## src/rtl/gpl_pkg.sv

```systemverilog
package gpl_pkg;

  localparam int NPIN = 4;
  localparam int DW   = 9;
  localparam int AW   = 2;

  localparam logic [AW-1:0] ADDR_CFG  = 2'd1;
  localparam logic [AW-1:0] ADDR_STAT = 2'd2;
  localparam logic [AW-1:0] ADDR_LINE = 2'd3;

  // configuration register fields
  localparam int CFG_DIR_LO  = 0;
  localparam int CFG_MSK_LO  = 4;
  localparam int CFG_RMSK    = 8;
  // output register fields
  localparam int OUT_VAL_LO  = 0;
  localparam int OUT_SEL_LO  = 4;
  localparam int OUT_G0_CLK  = 6;
  localparam int OUT_G3_CLK  = 7;
  // status read field
  localparam int STAT_RING   = 5;
  // line register fields
  localparam int LINE_OH     = 0;
  localparam int LINE_CL     = 1;

  typedef enum logic [1:0] {
    LM_ONHOOK  = 2'b00,
    LM_OFFHOOK = 2'b01,
    LM_CID     = 2'b10,
    LM_SPARE   = 2'b11
  } line_mode_e;

endpackage

```

## src/rtl/gpl_carrier.sv

```systemverilog
module gpl_carrier #(
  parameter int CAR_HALF = 2,
  parameter int PH_W     = 4
) (
  input  logic            clk,
  input  logic            rst_n,
  output logic [PH_W-1:0] phase_o,
  output logic            tick_o
);

  localparam int CW = (CAR_HALF > 1) ? $clog2(CAR_HALF) : 1;
  localparam logic [CW-1:0] CNT_LAST = CW'(CAR_HALF - 1);

  logic [CW-1:0]   cnt_q, cnt_d;
  logic [PH_W-1:0] ph_q, ph_d;
  logic            tick;

  always_comb begin
    tick  = (cnt_q == CNT_LAST);
    cnt_d = tick ? '0 : cnt_q + 1'b1;
    ph_d  = ph_q + 1'b1;
  end

  always_ff @(posedge clk or negedge rst_n) begin
    if (!rst_n) begin
      cnt_q <= '0;
      ph_q  <= '0;
    end else begin
      cnt_q <= cnt_d;
      if (tick) ph_q <= ph_d;
    end
  end

  assign phase_o = ph_q;
  assign tick_o  = tick;

  assert_phase_step_R3: assert property (@(posedge clk) disable iff (!rst_n)
    tick |=> (phase_o == $past(phase_o) + 1'b1));
  assert_phase_hold_R3: assert property (@(posedge clk) disable iff (!rst_n)
    !tick |=> $stable(phase_o));

endmodule

```

## src/rtl/gpl_sync.sv

```systemverilog
module gpl_sync #(
  parameter int W      = 4,
  parameter int STAGES = 2
) (
  input  logic         clk,
  input  logic         rst_n,
  input  logic [W-1:0] d_i,
  output logic [W-1:0] q_o
);

  logic [W-1:0] st_q [STAGES];

  always_ff @(posedge clk or negedge rst_n) begin
    if (!rst_n) st_q[0] <= '0;
    else        st_q[0] <= d_i;
  end

  for (genvar s = 1; s < STAGES; s++) begin : g_stage
    always_ff @(posedge clk or negedge rst_n) begin
      if (!rst_n) st_q[s] <= '0;
      else        st_q[s] <= st_q[s-1];
    end
  end

  assign q_o = st_q[STAGES-1];

endmodule

```

## src/rtl/gpl_regs.sv

```systemverilog
module gpl_regs
  import gpl_pkg::*;
(
  input  logic            clk,
  input  logic            rst_n,
  input  logic            wr_i,
  input  logic            rd_i,
  input  logic [AW-1:0]   addr_i,
  input  logic [DW-1:0]   wdata_i,
  output logic [DW-1:0]   rdata_o,
  input  logic [NPIN-1:0] pin_sync_i,
  input  logic            ring_i,
  output logic [NPIN-1:0] dir_o,
  output logic [NPIN-1:0] val_o,
  output logic [1:0]      g0_sel_o,
  output logic            g0_clk_o,
  output logic            g3_clk_o,
  output logic            cl_o,
  output logic            oh_o,
  output logic            irq_n_o
);

  logic [NPIN-1:0] dir_q, msk_q, val_q, pin_q;
  logic            rmsk_q, g0_clk_q, g3_clk_q, cl_q, oh_q, ring_q;
  logic [1:0]      g0_sel_q;
  logic            pend_q, pend_d;
  logic            cfg_en, out_en, line_en, stat_rd;
  logic [NPIN-1:0] pin_evt;
  logic            ring_evt, any_evt;

  // clock enables
  always_comb begin
    cfg_en  = wr_i && (addr_i == ADDR_CFG);
    out_en  = wr_i && (addr_i == ADDR_STAT);
    line_en = wr_i && (addr_i == ADDR_LINE);
    stat_rd = rd_i && (addr_i == ADDR_STAT);
  end

  // change detection and interrupt next state
  always_comb begin
    pin_evt  = (pin_sync_i ^ pin_q) & ~dir_q & msk_q;
    ring_evt = (ring_i ^ ring_q) & rmsk_q;
    any_evt  = (|pin_evt) | ring_evt;
    if (any_evt)      pend_d = 1'b1;
    else if (stat_rd) pend_d = 1'b0;
    else              pend_d = pend_q;
  end

  always_ff @(posedge clk or negedge rst_n) begin
    if (!rst_n) begin
      dir_q    <= '0;
      msk_q    <= '0;
      rmsk_q   <= 1'b0;
      val_q    <= '0;
      g0_sel_q <= '0;
      g0_clk_q <= 1'b0;
      g3_clk_q <= 1'b0;
      cl_q     <= 1'b0;
      oh_q     <= 1'b0;
      pin_q    <= '0;
      ring_q   <= 1'b0;
      pend_q   <= 1'b0;
    end else begin
      if (cfg_en) begin
        dir_q  <= wdata_i[CFG_DIR_LO +: NPIN];
        msk_q  <= wdata_i[CFG_MSK_LO +: NPIN];
        rmsk_q <= wdata_i[CFG_RMSK];
      end
      if (out_en) begin
        val_q    <= wdata_i[OUT_VAL_LO +: NPIN];
        g0_sel_q <= wdata_i[OUT_SEL_LO +: 2];
        g0_clk_q <= wdata_i[OUT_G0_CLK];
        g3_clk_q <= wdata_i[OUT_G3_CLK];
      end
      if (line_en) begin
        oh_q <= wdata_i[LINE_OH];
        cl_q <= wdata_i[LINE_CL];
      end
      pin_q  <= pin_sync_i;
      ring_q <= ring_i;
      pend_q <= pend_d;
    end
  end

  // read data
  always_comb begin
    rdata_o = '0;
    unique case (addr_i)
      ADDR_CFG: begin
        rdata_o[CFG_DIR_LO +: NPIN] = dir_q;
        rdata_o[CFG_MSK_LO +: NPIN] = msk_q;
        rdata_o[CFG_RMSK]           = rmsk_q;
      end
      ADDR_STAT: begin
        rdata_o[NPIN-1:0] = pin_q;
        rdata_o[STAT_RING] = ring_q;
      end
      ADDR_LINE: begin
        rdata_o[LINE_OH] = oh_q;
        rdata_o[LINE_CL] = cl_q;
      end
      default: rdata_o = '0;
    endcase
  end

  assign dir_o    = dir_q;
  assign val_o    = val_q;
  assign g0_sel_o = g0_sel_q;
  assign g0_clk_o = g0_clk_q;
  assign g3_clk_o = g3_clk_q;
  assign cl_o     = cl_q;
  assign oh_o     = oh_q;
  assign irq_n_o  = ~pend_q;

  assert_irq_cause_R5: assert property (@(posedge clk) disable iff (!rst_n)
    $fell(irq_n_o) |-> $past(any_evt));
  assert_irq_clear_R7: assert property (@(posedge clk) disable iff (!rst_n)
    (stat_rd && !any_evt) |=> irq_n_o);
  assert_evt_wins_R7: assert property (@(posedge clk) disable iff (!rst_n)
    any_evt |=> !irq_n_o);

endmodule

```

## src/rtl/gpl_line.sv

```systemverilog
module gpl_line
  import gpl_pkg::*;
(
  input  logic clk,
  input  logic rst_n,
  input  logic hw_mode_i,
  input  logic pin_cl_i,
  input  logic pin_oh_i,
  input  logic reg_cl_i,
  input  logic reg_oh_i,
  input  logic f0_i,
  output logic iso_a_o,
  output logic iso_b_o
);

  line_mode_e mode;
  logic       a_q, b_q, a_d, b_d;

  always_comb begin
    if (hw_mode_i) mode = line_mode_e'({pin_cl_i, pin_oh_i});
    else           mode = line_mode_e'({reg_cl_i, reg_oh_i});
  end

  always_comb begin
    unique case (mode)
      LM_OFFHOOK: begin a_d = f0_i;  b_d = ~f0_i; end
      LM_CID:     begin a_d = f0_i;  b_d = 1'b1;  end
      default:    begin a_d = 1'b1;  b_d = 1'b1;  end
    endcase
  end

  always_ff @(posedge clk or negedge rst_n) begin
    if (!rst_n) begin
      a_q <= 1'b1;
      b_q <= 1'b1;
    end else begin
      a_q <= a_d;
      b_q <= b_d;
    end
  end

  assign iso_a_o = a_q;
  assign iso_b_o = b_q;

  assert_idle_high_R10: assert property (@(posedge clk) disable iff (!rst_n)
    (mode == LM_ONHOOK || mode == LM_SPARE) |=> (iso_a_o && iso_b_o));
  assert_antiphase_R10: assert property (@(posedge clk) disable iff (!rst_n)
    (mode == LM_OFFHOOK) |=> (iso_a_o != iso_b_o));
  assert_cid_b_high_R10: assert property (@(posedge clk) disable iff (!rst_n)
    (mode == LM_CID) |=> iso_b_o);

endmodule

```

## src/rtl/gpio_line_ctrl.sv

```systemverilog
module gpio_line_ctrl
  import gpl_pkg::*;
#(
  parameter int CAR_HALF    = 2,
  parameter int SYNC_STAGES = 2
) (
  input  logic            clk,
  input  logic            rst_n,
  input  logic            reg_wr,
  input  logic            reg_rd,
  input  logic [AW-1:0]   reg_addr,
  input  logic [DW-1:0]   reg_wdata,
  output logic [DW-1:0]   reg_rdata,
  input  logic [NPIN-1:0] gpio_in,
  output logic [NPIN-1:0] gpio_out,
  output logic [NPIN-1:0] gpio_oe,
  input  logic            ring_in,
  input  logic            hw_mode,
  output logic            irq_n,
  output logic            iso_a,
  output logic            iso_b
);

  localparam int PH_W = 4;

  logic [1:0]      rst_q;
  logic            rst_s_n;
  logic [PH_W-1:0] phase;
  logic            tick;
  logic [NPIN-1:0] pin_sync, dir, val;
  logic [1:0]      g0_sel;
  logic            g0_clk, g3_clk, cl_bit, oh_bit;

  // reset: asserted asynchronously, released on the clock
  always_ff @(posedge clk or negedge rst_n) begin
    if (!rst_n) rst_q <= 2'b00;
    else        rst_q <= {rst_q[0], 1'b1};
  end
  assign rst_s_n = rst_q[1];

  gpl_carrier #(.CAR_HALF(CAR_HALF), .PH_W(PH_W)) u_car (
    .clk(clk), .rst_n(rst_s_n), .phase_o(phase), .tick_o(tick)
  );

  gpl_sync #(.W(NPIN), .STAGES(SYNC_STAGES)) u_sync (
    .clk(clk), .rst_n(rst_s_n), .d_i(gpio_in), .q_o(pin_sync)
  );

  gpl_regs u_regs (
    .clk(clk), .rst_n(rst_s_n),
    .wr_i(reg_wr), .rd_i(reg_rd), .addr_i(reg_addr),
    .wdata_i(reg_wdata), .rdata_o(reg_rdata),
    .pin_sync_i(pin_sync), .ring_i(ring_in),
    .dir_o(dir), .val_o(val), .g0_sel_o(g0_sel),
    .g0_clk_o(g0_clk), .g3_clk_o(g3_clk),
    .cl_o(cl_bit), .oh_o(oh_bit), .irq_n_o(irq_n)
  );

  gpl_line u_line (
    .clk(clk), .rst_n(rst_s_n), .hw_mode_i(hw_mode),
    .pin_cl_i(pin_sync[1]), .pin_oh_i(pin_sync[2]),
    .reg_cl_i(cl_bit), .reg_oh_i(oh_bit), .f0_i(phase[0]),
    .iso_a_o(iso_a), .iso_b_o(iso_b)
  );

  // pin drive: pin 0 and pin 3 may carry carrier clocks
  for (genvar p = 0; p < NPIN; p++) begin : g_pin
    if (p == 0) begin : g_div
      assign gpio_out[p] = g0_clk ? phase[g0_sel] : val[p];
    end else if (p == NPIN-1) begin : g_f0
      assign gpio_out[p] = g3_clk ? phase[0] : val[p];
    end else begin : g_static
      assign gpio_out[p] = val[p];
    end
  end

  assign gpio_oe = dir;

  assert_oe_reset_R1: assert property (@(posedge clk) disable iff (!rst_s_n)
    $rose(rst_s_n) |-> (gpio_oe == '0 && irq_n));
  assert_static_out_R2: assert property (@(posedge clk) disable iff (!rst_s_n)
    (!g0_clk && !g3_clk && !tick) |=> $stable(gpio_out) || !$stable(val));

endmodule

```

## config.mk

```make
export PLATFORM = sky130hd
export DESIGN_NAME = gpio_line_ctrl
export DESIGN_NICKNAME = d
export VERILOG_FILES = /design/src/rtl/gpl_pkg.sv /design/src/rtl/gpl_carrier.sv /design/src/rtl/gpl_sync.sv /design/src/rtl/gpl_regs.sv /design/src/rtl/gpl_line.sv /design/src/rtl/gpio_line_ctrl.sv
export SDC_FILE = /design/constraint.sdc
export NUM_CORES = 1
export LEC_CHECK = 0
export ABC_AREA = 0
export BUFFER_PORTS_ARGS = -buffer_cell sky130_fd_sc_hd__buf_2
export CAP_MARGIN = 40
export CELL_PAD_IN_SITES_DETAIL_PLACEMENT = 0
export CELL_PAD_IN_SITES_GLOBAL_PLACEMENT = 2
export CORE_ASPECT_RATIO = 1.2
export CORE_MARGIN = 5
export CORE_UTILIZATION = 30
export CTS_CLUSTER_SIZE = 25
export DETAILED_ROUTE_END_ITERATION = 10
export GPL_TIMING_DRIVEN = 0
export HOLD_SLACK_MARGIN = 0.15
export PLACE_DENSITY_LB_ADDON = 0.1
export RECOVER_POWER = 25
export SYNTH_ARGS = -nofsm -noshare
export SYNTH_HDL_FRONTEND = slang
export SYNTH_SLANG_ARGS = --single-unit
```

## constraint.sdc

```tcl
create_clock -name clk -period 1.78 [get_ports clk]
set_input_delay 0.267 -clock clk [delete_from_list [all_inputs] [get_ports clk]]
set_output_delay 0.267 -clock clk [all_outputs]
set_load 0.02 [all_outputs]
```

==> metrics.txt <==
status=complete, but fails checks; failing checks=setup timing; Crit path max-delay family=multiplexers; ys async rst share=between 90% and 100%; DIE AREA=approximately 7300 sq um; root buffer cell=clkbuf_8; Mapped Avg Cell Area=~14 sq um; fin crit period=~1.8 ns; crit path DAT=roughly 1.6 ns; die width=between 70 and 80 microns; GRT overflow=0; port buffer count=40; skew final=about 0.0087 ns; Filler cells=560; # nets final=201; worst stage delay on the critical path=0.45 ns; CTS tree=done; Seq cells post-synth=42; design area=around 2200 sq um; Initial Util=30.5%; switching pwr=0.580 mW; Vias=about 1.1k; Finish-stage setup viols=1; max_slew headroom=53.6%; Max IR drop VDD=between 0.5 and 0.6 mV; Setup WS post-layout=-0.0471 ns; share of layout cells above drive strength 1=about a third; crit-path cells=mux4_2, mux2_4, buf_6; GRT Total Usage=between 10% and 20%; Sequential Power Share=a little over half; Synth top area share=58.3%; Setup Crit Path Kind=reg2out; # H-tree levels=2; core region area=between 5000 and 6000 sq um; Power Total=2.15 mW; number of synthesized flops with an enable pin=0; reg-to-reg startpoint=u_sync.q_o[2]$_DFF_PN0_; Clock Power Share=between 20% and 30%; P&R area growth vs syn=26.2%; Via density=around 4.5; DRT antenna net count=0; Clock Sinks=between 40 and 50; area of the multi-input gates=slightly above 600 sq um; Logic pwr share=between 10% and 20%; clock transition at the registers of the reported paths=~0.080 ns; Netlist Area Pre-Place=between 1500 and 2000 sq um; Leakage=roughly 1.0 nW; largest net degree at the start of global routing=30; HPWL Detailed=2810 microns; RSZ-0062 raised after global routing=true; chip height=just over 90 microns; Worst Path Buf+Inv=1; Hold Crit Class=reg2async; Post-Syn Nets=~150; wire length per cell=approximately 15 microns; CTS Buf Count=5; part of the cycle the worst path needs=103%; Cells after Synth=about 120; later-pin clock latency in the skew report=0.29 ns; worst reg-to-reg path cell count=3; io pins=between 40 and 50; Placer Congestion=about 0.70; initial antenna violation count=0; Synth area leader=dfrtp_1; count leader, synth=dfrtp_1; # diodes=0; max-slew violation count=0; switch share=a little over a quarter; post-synthesis sequential area ratio=between 60% and 70%; Post-synth top cells=40 x dfrtp_1, 21 x mux2_1, 6 x ha_1, 6 x inv_1, 6 x xor2_1; first-pass GRT wire length=~6000 microns; Hold Fails Final Rpt=0; sequential cell area=between 1000 and 1500 sq um; critical path required time=about 1.5 ns; Top FF cell, synth=dfrtp_1; crit-path max FO=4; Clock Path Buffers=2; Synth Warn #=0; R2R Setup Slk=between 0.4 and 0.5 ns; Site Rows=30; Internal=1.57 mW; Critical Path Source Type=flop; number of global-route vias before repair=1177; Worst setup EP type=primary output; detailed-route DRC error count=0; first drt pass iteration count=4; r2r endpoint=u_line.iso_a_o$_DFF_PN1_; largest cells by area after synthesis=dfrtp_1 58%, mux2_1 14%, ha_1 4.4%; final hold slack=around 0.19 ns; total power per unit cell area=approximately 1000 nW/um^2; Distinct cells, synth=25; Max Fclk=around 550 MHz; placed instance area=approximately 2000 sq um; Worst path slowest cell=mux4_2; Slew @ Worst Pin=0.695 ns; initial DRC count=63; routed wire length=about 3600 microns; max-cap viol count=0
## layout make-up
class	instances	area share, %
tap	64	3.69
clock inverter	1	0.231
inverter	6	1.04
multi-input combinational	67	28.4
sequential	42	48.6
clock buffer	7	3.98
buffer	4	1.15
timing repair buffer	48	12.8
## registers in the layout, indices dropped and copies added (netlist names)
register	count
u_car.phase_o	4
u_sync.st_q	4
u_line.iso_b_o	1
u_regs.pend_q	1
u_sync.q_o	4
u_regs.ring_q	1
u_regs.g0_sel_o	2
u_car.tick_o	1
u_regs.val_o	4
u_regs.g3_clk_o	1
u_regs.msk_q	4
u_regs.g0_clk_o	1
u_regs.dir_o	4
u_regs.rmsk_q	1
u_line.iso_a_o	1
rst_q	2
u_regs.cl_o	1
u_regs.pin_q	4
u_regs.oh_o	1
## cells by family after synthesis
family / after synthesis / share of synthesized area (%)
multiplexers: 25 / 17.2
other: 1 / 0.218
flip-flops: 42 / 61.3
adder cells (fa/ha/maj): 6 / 4.37
AO/OA/AOI/OAI: 7 / 3.50
AND/OR/NAND/NOR: 20 / 6.55
XOR/XNOR: 8 / 4.08
buffers and inverters: 10 / 2.77
## per-layer routing
metal / routed length [microns] / up-vias / GRT usage, %
li1: - / 516 / -
met1: 1470 / 529 / 12.8
met2: 1830 / 27 / 17.8
met3: 249 / 5 / 3.50
met4: 68 / 0 / 4.30
met5: 0 / - / 0
## worst register-to-register path: stages, from the launching register on
cell and delay, ns:
dfrtp_1 0.42, mux2_1 0.32, ha_1 0.28, or2_1 0.21
## stage by stage
step	TNS, ns	worst slack, ns	std cells	util, %
after floorplan	0	0.351	119	-
after global placement	0	0.0989	223	35.5
after detailed placement	0	0.136	224	35.9
after CTS	-0.0635	-0.0635	239	38.8
after global routing	-0.119	-0.119	239	38.5
final	-0.0471	-0.0471	239	38.5
## cell usage in the layout, fill, tap and decap left out, types with 2 or more instances in the layout
cell type,count
a222oi_1,2
a22oi_1,3
a32oi_1,2
and2_1,4
buf_2,40
buf_4,3
clkbuf_1,2
clkbuf_8,6
dfrtp_1,39
dfstp_2,2
dlygate4sd3_1,6
ha_1,6
inv_1,6
mux2_1,21
nand2_1,4
nand2_2,2
nand3b_1,2
nand4_1,2
nor2_1,2
nor2b_1,3
xnor2_1,2
xor2_1,6
## repair_timing
item	CTS	global route
pin swaps	0	0
resized for setup	3	0
setup endpoints to repair	1	1
buffers inserted	1	0
cloned	0	0
hold buffers	6	0
endpoints found under the hold margin	7	0
## worst max path at each step
stage,startpoint,endpoint,cells past startpoint,slack [ns]
after floorplan,u_car.phase_o[0]$_DFFE_PN0P_,gpio_out[0],2,0.35
after global placement,rst_q[1]$_DFF_PN0_,u_regs.val_o[1]$_DFFE_PN0P_,0,0.1
after detailed placement,u_car.phase_o[0]$_DFFE_PN0P_,gpio_out[0],3,0.14
after CTS,u_regs.g0_sel_o[0]$_DFFE_PN0P_,gpio_out[0],3,-0.06
after global routing,u_regs.g0_sel_o[0]$_DFFE_PN0P_,gpio_out[0],3,-0.12
final,u_car.phase_o[1]$_DFFE_PN0P_,gpio_out[0],3,-0.05
## power groups by stage
stage	combinational (mW)	clock, mW	sequential [mW]
final	0.390	0.610	1.14
after global routing	0.431	0.669	1.16
after CTS	0.404	0.642	1.15
after detailed placement	0.382	0	1.17
after global placement	0.359	0	1.18
after floorplan	0.219	0	1.17
No activity file was read; power rests on OpenSTA's default activity.
